### src/rtl/smbus_seq_pkg.sv
package smbus_seq_pkg;
  localparam int unsigned CNT_W = 8;

  typedef enum logic [3:0] {
    PR_QUICK    = 4'd0,
    PR_RD_BYTE  = 4'd1,
    PR_WR_BYTE  = 4'd2,
    PR_RD_BDATA = 4'd3,
    PR_RD_WORD  = 4'd4,
    PR_WR_BDATA = 4'd5,
    PR_WR_WORD  = 4'd6,
    PR_PROC     = 4'd7,
    PR_BLK_RD   = 4'd8,
    PR_BLK_WR   = 4'd9,
    PR_RAW_RD   = 4'd10,
    PR_RAW_WR   = 4'd11
  } proto_e;

  typedef enum logic [1:0] {
    OP_START = 2'd0,
    OP_STOP  = 2'd1,
    OP_WRITE = 2'd2,
    OP_READ  = 2'd3
  } op_e;

  typedef enum logic [1:0] {
    PH_NONE = 2'd0,
    PH_ADDR = 2'd1,
    PH_CMD  = 2'd2,
    PH_DATA = 2'd3
  } phase_e;

  typedef enum logic [3:0] {
    S_IDLE, S_START, S_ADDR, S_CMD1, S_CMD2, S_WCNT, S_WDATA,
    S_RSTART, S_RADDR, S_RCNT, S_RDATA, S_STOP, S_FIN
  } st_e;

  // frame shape derived from protocol
  typedef struct packed {
    logic             quick;
    logic             first_rd;
    logic [1:0]       n_cmd;
    logic             wr_cnt;
    logic [CNT_W-1:0] n_wr;
    logic             rs;
    logic             rd_cnt;
    logic [CNT_W-1:0] n_rd;
  } frame_t;
endpackage

### src/rtl/smbus_seq_decode.sv
module smbus_seq_decode
  import smbus_seq_pkg::*;
#(
  parameter int unsigned MAX_BLK = 32
) (
  input  logic [3:0]       proto_i,
  input  logic [CNT_W-1:0] len_i,
  input  logic             two_i,
  output frame_t           frame_o
);
  localparam logic [CNT_W-1:0] MaxLen = CNT_W'(MAX_BLK);

  logic [CNT_W-1:0] len_wr, len_rd;

  always_comb begin
    len_wr  = (len_i > MaxLen) ? MaxLen : len_i;
    len_rd  = (len_wr == '0) ? CNT_W'(1) : len_wr;
    frame_o = '0;
    case (proto_e'(proto_i))
      PR_RD_BYTE: begin
        frame_o.first_rd = 1'b1;
        frame_o.n_rd     = CNT_W'(1);
      end
      PR_WR_BYTE: frame_o.n_wr = CNT_W'(1);
      PR_RD_BDATA, PR_RD_WORD: begin
        frame_o.n_cmd = 2'd1;
        frame_o.rs    = 1'b1;
        frame_o.n_rd  = (proto_i == PR_RD_WORD) ? CNT_W'(2) : CNT_W'(1);
      end
      PR_WR_BDATA, PR_WR_WORD: begin
        frame_o.n_cmd = 2'd1;
        frame_o.n_wr  = (proto_i == PR_WR_WORD) ? CNT_W'(2) : CNT_W'(1);
      end
      PR_PROC: begin
        frame_o.n_cmd = 2'd1;
        frame_o.n_wr  = CNT_W'(2);
        frame_o.rs    = 1'b1;
        frame_o.n_rd  = CNT_W'(2);
      end
      PR_BLK_RD: begin
        frame_o.n_cmd  = 2'd1;
        frame_o.rs     = 1'b1;
        frame_o.rd_cnt = 1'b1;
      end
      PR_BLK_WR: begin
        frame_o.n_cmd  = 2'd1;
        frame_o.wr_cnt = 1'b1;
        frame_o.n_wr   = len_wr;
      end
      PR_RAW_RD: begin
        frame_o.n_cmd = two_i ? 2'd2 : 2'd1;
        frame_o.rs    = 1'b1;
        frame_o.n_rd  = len_rd;
      end
      PR_RAW_WR: begin
        frame_o.n_cmd = 2'd1;
        frame_o.n_wr  = len_wr;
      end
      default: frame_o.quick = 1'b1;
    endcase
  end
endmodule

### src/rtl/smbus_seq_idx.sv
module smbus_seq_idx
  import smbus_seq_pkg::*;
(
  input  logic             clk_i,
  input  logic             rst_ni,
  input  logic             clr_i,
  input  logic             inc_i,
  input  logic [CNT_W-1:0] lim_i,
  output logic [CNT_W-1:0] idx_o,
  output logic             last_o
);
  logic [CNT_W-1:0] idx_q;
  logic [CNT_W:0]   idx_nx;

  assign idx_nx = {1'b0, idx_q} + (CNT_W+1)'(1);
  assign last_o = (idx_nx == {1'b0, lim_i});
  assign idx_o  = idx_q;

  always_ff @(posedge clk_i or negedge rst_ni) begin
    if (!rst_ni)     idx_q <= '0;
    else if (clr_i)  idx_q <= '0;
    else if (inc_i)  idx_q <= idx_nx[CNT_W-1:0];
  end

  // byte index never steps past the frame length
  a_r13_idx_bound: assert property (@(posedge clk_i) disable iff (!rst_ni)
    inc_i |-> (idx_nx < {1'b0, lim_i}));
endmodule

### src/rtl/smbus_cmd_seq.sv
module smbus_cmd_seq
  import smbus_seq_pkg::*;
#(
  parameter int unsigned MAX_BLK = 32
) (
  input  logic                 clk_i,
  input  logic                 rst_ni,
  input  logic                 cmd_valid_i,
  output logic                 cmd_ready_o,
  input  logic [3:0]           cmd_proto_i,
  input  logic [6:0]           cmd_addr_i,
  input  logic [7:0]           cmd_code_i,
  input  logic [7:0]           cmd_code2_i,
  input  logic                 cmd_two_i,
  input  logic [7:0]           cmd_len_i,
  input  logic [MAX_BLK*8-1:0] cmd_wdata_i,
  output logic                 done_o,
  output logic                 err_o,
  output logic [1:0]           err_phase_o,
  output logic                 rd_valid_o,
  output logic [7:0]           rd_data_o,
  output logic [7:0]           rd_idx_o,
  output logic                 prim_req_o,
  output logic [1:0]           prim_op_o,
  output logic [7:0]           prim_wdata_o,
  output logic                 prim_nack_o,
  input  logic                 prim_done_i,
  input  logic                 prim_ack_i,
  input  logic [7:0]           prim_rdata_i
);
  localparam int unsigned IDX_W = (MAX_BLK > 1) ? $clog2(MAX_BLK) : 1;
  localparam int unsigned WD_W  = MAX_BLK * 8;
  localparam logic [CNT_W-1:0] MaxLen = CNT_W'(MAX_BLK);

  st_e              state_q, state_d;
  logic [3:0]       proto_q;
  logic [6:0]       addr_q;
  logic [7:0]       code_q, code2_q;
  logic             two_q;
  logic [CNT_W-1:0] len_q, blk_len_q;
  logic [WD_W-1:0]  wdata_q;
  logic             err_q;
  phase_e           phase_q;
  logic             rd_valid_q;
  logic [7:0]       rd_data_q;
  logic [CNT_W-1:0] rd_idx_q;

  frame_t           fr;
  logic [CNT_W-1:0] idx, lim, rd_lim;
  logic             idx_last, idx_clr, idx_inc, stay;
  logic             accept, wr_op, nack_hit;
  st_e              from_addr, from_cmd1, from_cmd2, from_wcnt, from_wdata;
  op_e              op;
  logic [7:0]       wbyte [MAX_BLK];

  for (genvar g = 0; g < int'(MAX_BLK); g++) begin : g_wbyte
    assign wbyte[g] = wdata_q[8*g +: 8];
  end

  smbus_seq_decode #(.MAX_BLK(MAX_BLK)) u_dec (
    .proto_i(proto_q), .len_i(len_q), .two_i(two_q), .frame_o(fr)
  );

  assign rd_lim = fr.rd_cnt ? blk_len_q : fr.n_rd;
  assign lim    = (state_q == S_WDATA) ? fr.n_wr : rd_lim;

  smbus_seq_idx u_idx (
    .clk_i, .rst_ni, .clr_i(idx_clr), .inc_i(idx_inc), .lim_i(lim),
    .idx_o(idx), .last_o(idx_last)
  );

  assign accept   = cmd_valid_i && (state_q == S_IDLE);
  assign wr_op    = state_q inside {S_ADDR, S_RADDR, S_CMD1, S_CMD2, S_WCNT, S_WDATA};
  assign nack_hit = prim_done_i && wr_op && !prim_ack_i;
  assign stay     = prim_done_i && !nack_hit && !idx_last &&
                    (state_q inside {S_WDATA, S_RDATA});
  assign idx_inc  = stay;
  assign idx_clr  = prim_done_i && !stay;

  // stage skipping chain
  always_comb begin
    from_wdata = fr.rs ? S_RSTART : S_STOP;
    from_wcnt  = (fr.n_wr != '0) ? S_WDATA : from_wdata;
    from_cmd2  = fr.wr_cnt ? S_WCNT : from_wcnt;
    from_cmd1  = (fr.n_cmd == 2'd2) ? S_CMD2 : from_cmd2;
    from_addr  = fr.first_rd ? S_RDATA :
                 (fr.n_cmd != 2'd0) ? S_CMD1 : from_cmd2;
  end

  always_comb begin
    state_d = state_q;
    case (state_q)
      S_IDLE:   if (accept) state_d = S_START;
      S_FIN:    state_d = S_IDLE;
      default: if (prim_done_i) begin
        case (state_q)
          S_START:  state_d = S_ADDR;
          S_ADDR:   state_d = from_addr;
          S_CMD1:   state_d = from_cmd1;
          S_CMD2:   state_d = from_cmd2;
          S_WCNT:   state_d = from_wcnt;
          S_WDATA:  state_d = idx_last ? from_wdata : S_WDATA;
          S_RSTART: state_d = S_RADDR;
          S_RADDR:  state_d = fr.rd_cnt ? S_RCNT : S_RDATA;
          S_RCNT:   state_d = S_RDATA;
          S_RDATA:  state_d = idx_last ? S_STOP : S_RDATA;
          default:  state_d = S_FIN;
        endcase
        if (nack_hit) state_d = S_STOP;
      end
    endcase
  end

  always_comb begin
    op           = OP_WRITE;
    prim_wdata_o = '0;
    prim_req_o   = !(state_q inside {S_IDLE, S_FIN});
    case (state_q)
      S_START, S_RSTART: op = OP_START;
      S_STOP:            op = OP_STOP;
      S_RCNT, S_RDATA:   op = OP_READ;
      S_ADDR:  prim_wdata_o = {addr_q, fr.quick ? wbyte[0][0] : fr.first_rd};
      S_RADDR: prim_wdata_o = {addr_q, 1'b1};
      S_CMD1:  prim_wdata_o = code_q;
      S_CMD2:  prim_wdata_o = code2_q;
      S_WCNT:  prim_wdata_o = fr.n_wr;
      S_WDATA: prim_wdata_o = wbyte[idx[IDX_W-1:0]];
      default: ;
    endcase
  end

  assign prim_op_o   = op;
  assign prim_nack_o = (state_q == S_RDATA) && idx_last;

  always_ff @(posedge clk_i or negedge rst_ni) begin
    if (!rst_ni) begin
      state_q    <= S_IDLE;
      proto_q    <= '0;
      addr_q     <= '0;
      code_q     <= '0;
      code2_q    <= '0;
      two_q      <= 1'b0;
      len_q      <= '0;
      wdata_q    <= '0;
      blk_len_q  <= CNT_W'(1);
      err_q      <= 1'b0;
      phase_q    <= PH_NONE;
      rd_valid_q <= 1'b0;
      rd_data_q  <= '0;
      rd_idx_q   <= '0;
    end else begin
      state_q    <= state_d;
      rd_valid_q <= 1'b0;
      if (accept) begin
        proto_q <= cmd_proto_i;
        addr_q  <= cmd_addr_i;
        code_q  <= cmd_code_i;
        code2_q <= cmd_code2_i;
        two_q   <= cmd_two_i;
        len_q   <= cmd_len_i;
        wdata_q <= cmd_wdata_i;
        err_q   <= 1'b0;
        phase_q <= PH_NONE;
      end
      if (nack_hit) begin
        err_q <= 1'b1;
        case (state_q)
          S_ADDR, S_RADDR: phase_q <= PH_ADDR;
          S_CMD1, S_CMD2:  phase_q <= PH_CMD;
          default:         phase_q <= PH_DATA;
        endcase
      end
      // device count byte, clamped to 1..MAX_BLK
      if (prim_done_i && state_q == S_RCNT)
        blk_len_q <= (prim_rdata_i == '0) ? CNT_W'(1) :
                     (prim_rdata_i > MaxLen) ? MaxLen : prim_rdata_i;
      if (prim_done_i && state_q == S_RDATA) begin
        rd_valid_q <= 1'b1;
        rd_data_q  <= prim_rdata_i;
        rd_idx_q   <= idx;
      end
    end
  end

  assign cmd_ready_o = (state_q == S_IDLE);
  assign done_o      = (state_q == S_FIN);
  assign err_o       = err_q;
  assign err_phase_o = phase_q;
  assign rd_valid_o  = rd_valid_q;
  assign rd_data_o   = rd_data_q;
  assign rd_idx_o    = rd_idx_q;

  // completion is one cycle wide and the port reopens
  a_r1_done_pulse: assert property (@(posedge clk_i) disable iff (!rst_ni)
    done_o |=> (!done_o && cmd_ready_o));
  // request and its payload hold until the engine completes
  a_r2_req_hold: assert property (@(posedge clk_i) disable iff (!rst_ni)
    (prim_req_o && !prim_done_i) |=>
      (prim_req_o && $stable(prim_op_o) && $stable(prim_wdata_o)));
  // NACK request only on a read
  a_r7_nack_on_read: assert property (@(posedge clk_i) disable iff (!rst_ni)
    prim_nack_o |-> (prim_req_o && prim_op_o == OP_READ));
  // clamped block length
  a_r8_blk_len: assert property (@(posedge clk_i) disable iff (!rst_ni)
    (state_q == S_RDATA && fr.rd_cnt) |-> (blk_len_q != '0 && blk_len_q <= MaxLen));
  // a missed acknowledge on a write leads straight to stop
  a_r12_nack_stop: assert property (@(posedge clk_i) disable iff (!rst_ni)
    (prim_req_o && prim_done_i && prim_op_o == OP_WRITE && !prim_ack_i) |=>
      (prim_req_o && prim_op_o == OP_STOP));
  // error flag and phase agree at completion
  a_r12_phase_match: assert property (@(posedge clk_i) disable iff (!rst_ni)
    done_o |-> (err_o == (err_phase_o != PH_NONE)));
endmodule

### config.mk
export PLATFORM = sky130hd
export DESIGN_NAME = smbus_cmd_seq
export DESIGN_NICKNAME = d
export VERILOG_FILES = /design/src/rtl/smbus_seq_pkg.sv /design/src/rtl/smbus_seq_decode.sv /design/src/rtl/smbus_seq_idx.sv /design/src/rtl/smbus_cmd_seq.sv
export SDC_FILE = /design/constraint.sdc
export NUM_CORES = 1
export LEC_CHECK = 0
export ABC_AREA = 1
export BUFFER_PORTS_ARGS = -buffer_cell sky130_fd_sc_hd__buf_2
export CORE_MARGIN = 4
export CORE_UTILIZATION = 55
export DETAILED_ROUTE_END_ITERATION = 6
export GPL_TIMING_DRIVEN = 1
export PLACE_DENSITY = 0.8
export REMOVE_ABC_BUFFERS = 1
export SLEW_MARGIN = 10
export SYNTH_ARGS = -nofsm -noshare
export SYNTH_HDL_FRONTEND = slang
export SYNTH_SLANG_ARGS = --single-unit
### constraint.sdc
create_clock -name clk_i -period 3 [get_ports clk_i]
set_clock_uncertainty 0.1 [all_clocks]
set_input_delay 0.15 -clock clk_i [delete_from_list [all_inputs] [get_ports clk_i]]
set_output_delay 0.15 -clock clk_i [all_outputs]
set_load 0.02 [all_outputs]
==> qor.txt <==
Cell Pwr Density - 886 nW/um2
crit-path cells - clkbuf_8 > o21ai_0 > o21ai_0 > o21ai_0 > o22ai_1 > o21ai_0 > o221ai_2 > buf_2
share of cells above drive strength 1 - 0.180
Final nets - 2997
CP endpoint kind - output port
Critical Path Max Stage Delay - 0.47 ns
Post-synth ARST share - 1.00
hold slack - 0.115 ns
post-detail-place hpwl - 32900 um
GRT Total Usage - 0.385
final WL - 63500 um
Worst Path Arrival - 2.83 ns
# clock sinks - 332
Core ar. - 28700 um2
status - finished with violations
end of the worst register-to-register path - wdata_q[192]$_DFFE_PN0P_
pin count of the biggest net entering global routing - 200
dpl cells - 2722
first-pass GRT wire length - 95000 um
CTS tree - done
GP Congestion - 0.946
fin crit share - 1.03
most common cell after layout, fill and taps aside - nand2_1
clk_lat worst skew - 0.51 ns
total die area - 31900 um2
H-tree lvl count - 2
Final setup viols - 1
Yosys cell types - 41
mean post-synth cell area - 7.66 um2
Max Slew Vio Count - 0
Seq/Total Area, Yosys - 0.520
DRT iter0 DRCs - 2284
Hold Path Sink - wdata_q[88]$_DFFE_PN0P_
Die Ht - 179 um
clock buffer depth - 3
initial antenna violation count - 8
CP Max Fanout - 55
crit path kind - flop to output port
Root Buffer - clkbuf_16
Finished Layout Cells - 3107
Max-Cap Viols - 0
drt drc - 3
vias - 18166
Final min period - 3.08 ns
Bufs and invs on worst path - 2
Reg clk slew, reported paths - 0.06 ns
failing checks - design-rule violations, negative setup slack
final hold vios - 0
RR Startpoint - state_q[1]$_DFFE_PN0P_
Layout area overhead - 41.7%
WP data required - 2.75 ns
Final Worst Setup Slack - -0.0754 ns
CP dominant cell by count - o21ai_0
adder-cell share of the synthesized area - 0.000782
Tightest Hold Check Type - input port to flop
commonest non-fill, non-tap cells in the layout - nand2_1 (818), buf_2 (335), dfrtp_1 (328)
top_reg_cell synth - dfrtp_1
Critical Path Source Type - flop
post-route ant nets - 0
VDD IR-drop max - 0.474 mV
vias in the first global route - 17971
# IOs - 339
grt ovf - 0
row cnt - 62
Reg2Reg Depth - 8
fmax - 0.325 GHz
main combinational cell family by area after synthesis - simple AND/OR/NAND/NOR gates
worst min-delay path startpoint - cmd_valid_i
post-synthesis compound-gate area fraction - 0.155
Mapped Cells - 2088
DR pass1 iterations - 7
Power Total - 20.1 mW
vias per cell - 5.85
DIE WIDTH - 179 um
#FFs+latches synth - 332
relative slew slack - 0.255
Netlist Area Pre-Place - 16000 um2
worst slew pin tran - 1.12 ns
port bufs - 338
initial core utilization - 0.557
Hold Path Depth - 5
slowest cell on the critical path - dfrtp_4
CTS buffer count - 36
Post-synth EDFFs - 0
r2r setup slk - 0.37 ns
simple-gate share of the synthesized area - 0.251
Avg WL per Cell - 20.4 um
xor/xnor share of the synthesized area - 0.00274
mux contribution to synthesized area - 0
unrepaired setup endpoints after global routing - true
P_leak - 11.4 nW
Ys Warns - 0
Top delay family on crit path - compound AO/OA/AOI/OAI gates
## report_power, final
part | total (mW) | switching, mW | internal (mW)
clock | 4.56 | 1.89 | 2.67
combinational | 7.89 | 5.06 | 2.83
sequential | 7.63 | 1.14 | 6.50
## sequential cells by signal, summed over array words and instances, names as in the netlist, 4 cells and up
name	count
code_q	8
rd_data_o	8
rd_idx_o	8
code2_q	8
proto_q	4
len_q	8
wdata_q	256
addr_q	7
u_idx.idx_o	8
state_q	4
blk_len_q	8
## worst max path at each step
stage                               start                endpoint  cells past startpoint
2_1_floorplan      state_q[1]$_DFFE_PN0P_  state_q[0]$_DFFE_PN0P_                      9
3_3_place_gp   u_idx.idx_o[1]$_DFFE_PN0P_             prim_nack_o                     14
3_5_place_dp   u_idx.idx_o[1]$_DFFE_PN0P_             prim_nack_o                     14
4_1_cts        u_idx.idx_o[0]$_DFFE_PN0P_         prim_wdata_o[5]                      9
5_1_grt        u_idx.idx_o[0]$_DFFE_PN0P_         prim_wdata_o[5]                      8
6_report       u_idx.idx_o[0]$_DFFE_PN0P_         prim_wdata_o[5]                      8
## cell type report
| type | instances | area [um2] |
|---|---|---|
| clock buffer | 54 | 1080 |
| inverter | 158 | 629 |
| timing repair inverter | 1 | 8.76 |
| tap | 384 | 480 |
| sequential | 332 | 8320 |
| clock inverter | 10 | 111 |
| antenna | 6 | 15.0 |
| fill | 1772 | 6040 |
| multi-input combinational | 1472 | 6630 |
| timing repair buffer | 690 | 5400 |
## stage by stage
stage	area, um2	setup TNS, ns	util	setup WS, ns
finish	22700	-0.0754	0.790	-0.0754
global route	22700	-0.201	0.790	-0.105
CTS	22400	0	0.779	0.0157
detailed placement	18100	0	0.631	0.406
global placement	18100	0	0.631	0.514
floorplan	15500	-2489.54	-	-8.63
## kinds of logic after synthesis
kind of cell / Yosys count
buffers and inverters: 284
and+or+nand+nor: 1017
xor gates and xnor gates: 5
adders and majority gates: 1
AOI/OAI and AO/OA: 449
DFF: 332
## worst reg2reg max path, cell delays in order (launching register included)
cell	delay (ns)
dfrtp_1	0.43
nor2_1	0.24
inv_1	0.16
nor2_1	0.29
nand2_4	0.13
inv_8	0.36
buf_4	0.44
nand2_1	0.24
o21ai_0	0.16
## synth_stat cells, types with 3 or more instances
cell type	instances	area, um2
nor3_1	8	40.0
clkbuf_1	73	274
a31oi_1	7	43.8
a221o_1	3	30.0
buf_2	48	240
o211ai_1	47	353
nor2_4	3	33.8
nand4_1	8	50.1
a21oi_1	83	415
o2111ai_1	3	26.3
nand2_1	819	3070
inv_1	147	552
a211oi_1	3	22.5
nand3_1	53	265
clkinv_1	5	18.8
nor2_2	6	37.5
a221oi_1	4	35.0
nor2_1	107	402
o21ai_1	8	40.0
inv_2	6	22.5
buf_1	4	15.0
nand2_2	3	18.8
o221ai_1	3	26.3
nand3b_1	3	22.5
xor2_1	4	35.0
o22ai_1	20	125
o21ai_0	262	1310
dfrtp_1	331	8280
## routing by layer
metal / vias up / track usage / share of wire
li1: 7906 / - / -
met4: 4 / 0.251 / 0.074
met2: 1357 / 0.617 / 0.47
met1: 8486 / 0.468 / 0.35
met5: - / 0 / 0.00033
met3: 413 / 0.0869 / 0.10
## what timing repair did
| item | in CTS | in global routing |
|---|---|---|
| setup buffers | 0 | 7 |
| resized for setup | 6 | 32 |
| setup endpoints to repair | 4 | 7 |
| pin swaps | 0 | 8 |
| endpoints found under the hold margin | 399 | 0 |
| hold buffers | 303 | 0 |
| cloned | 0 | 5 |
(Power assumes the default switching activity.)
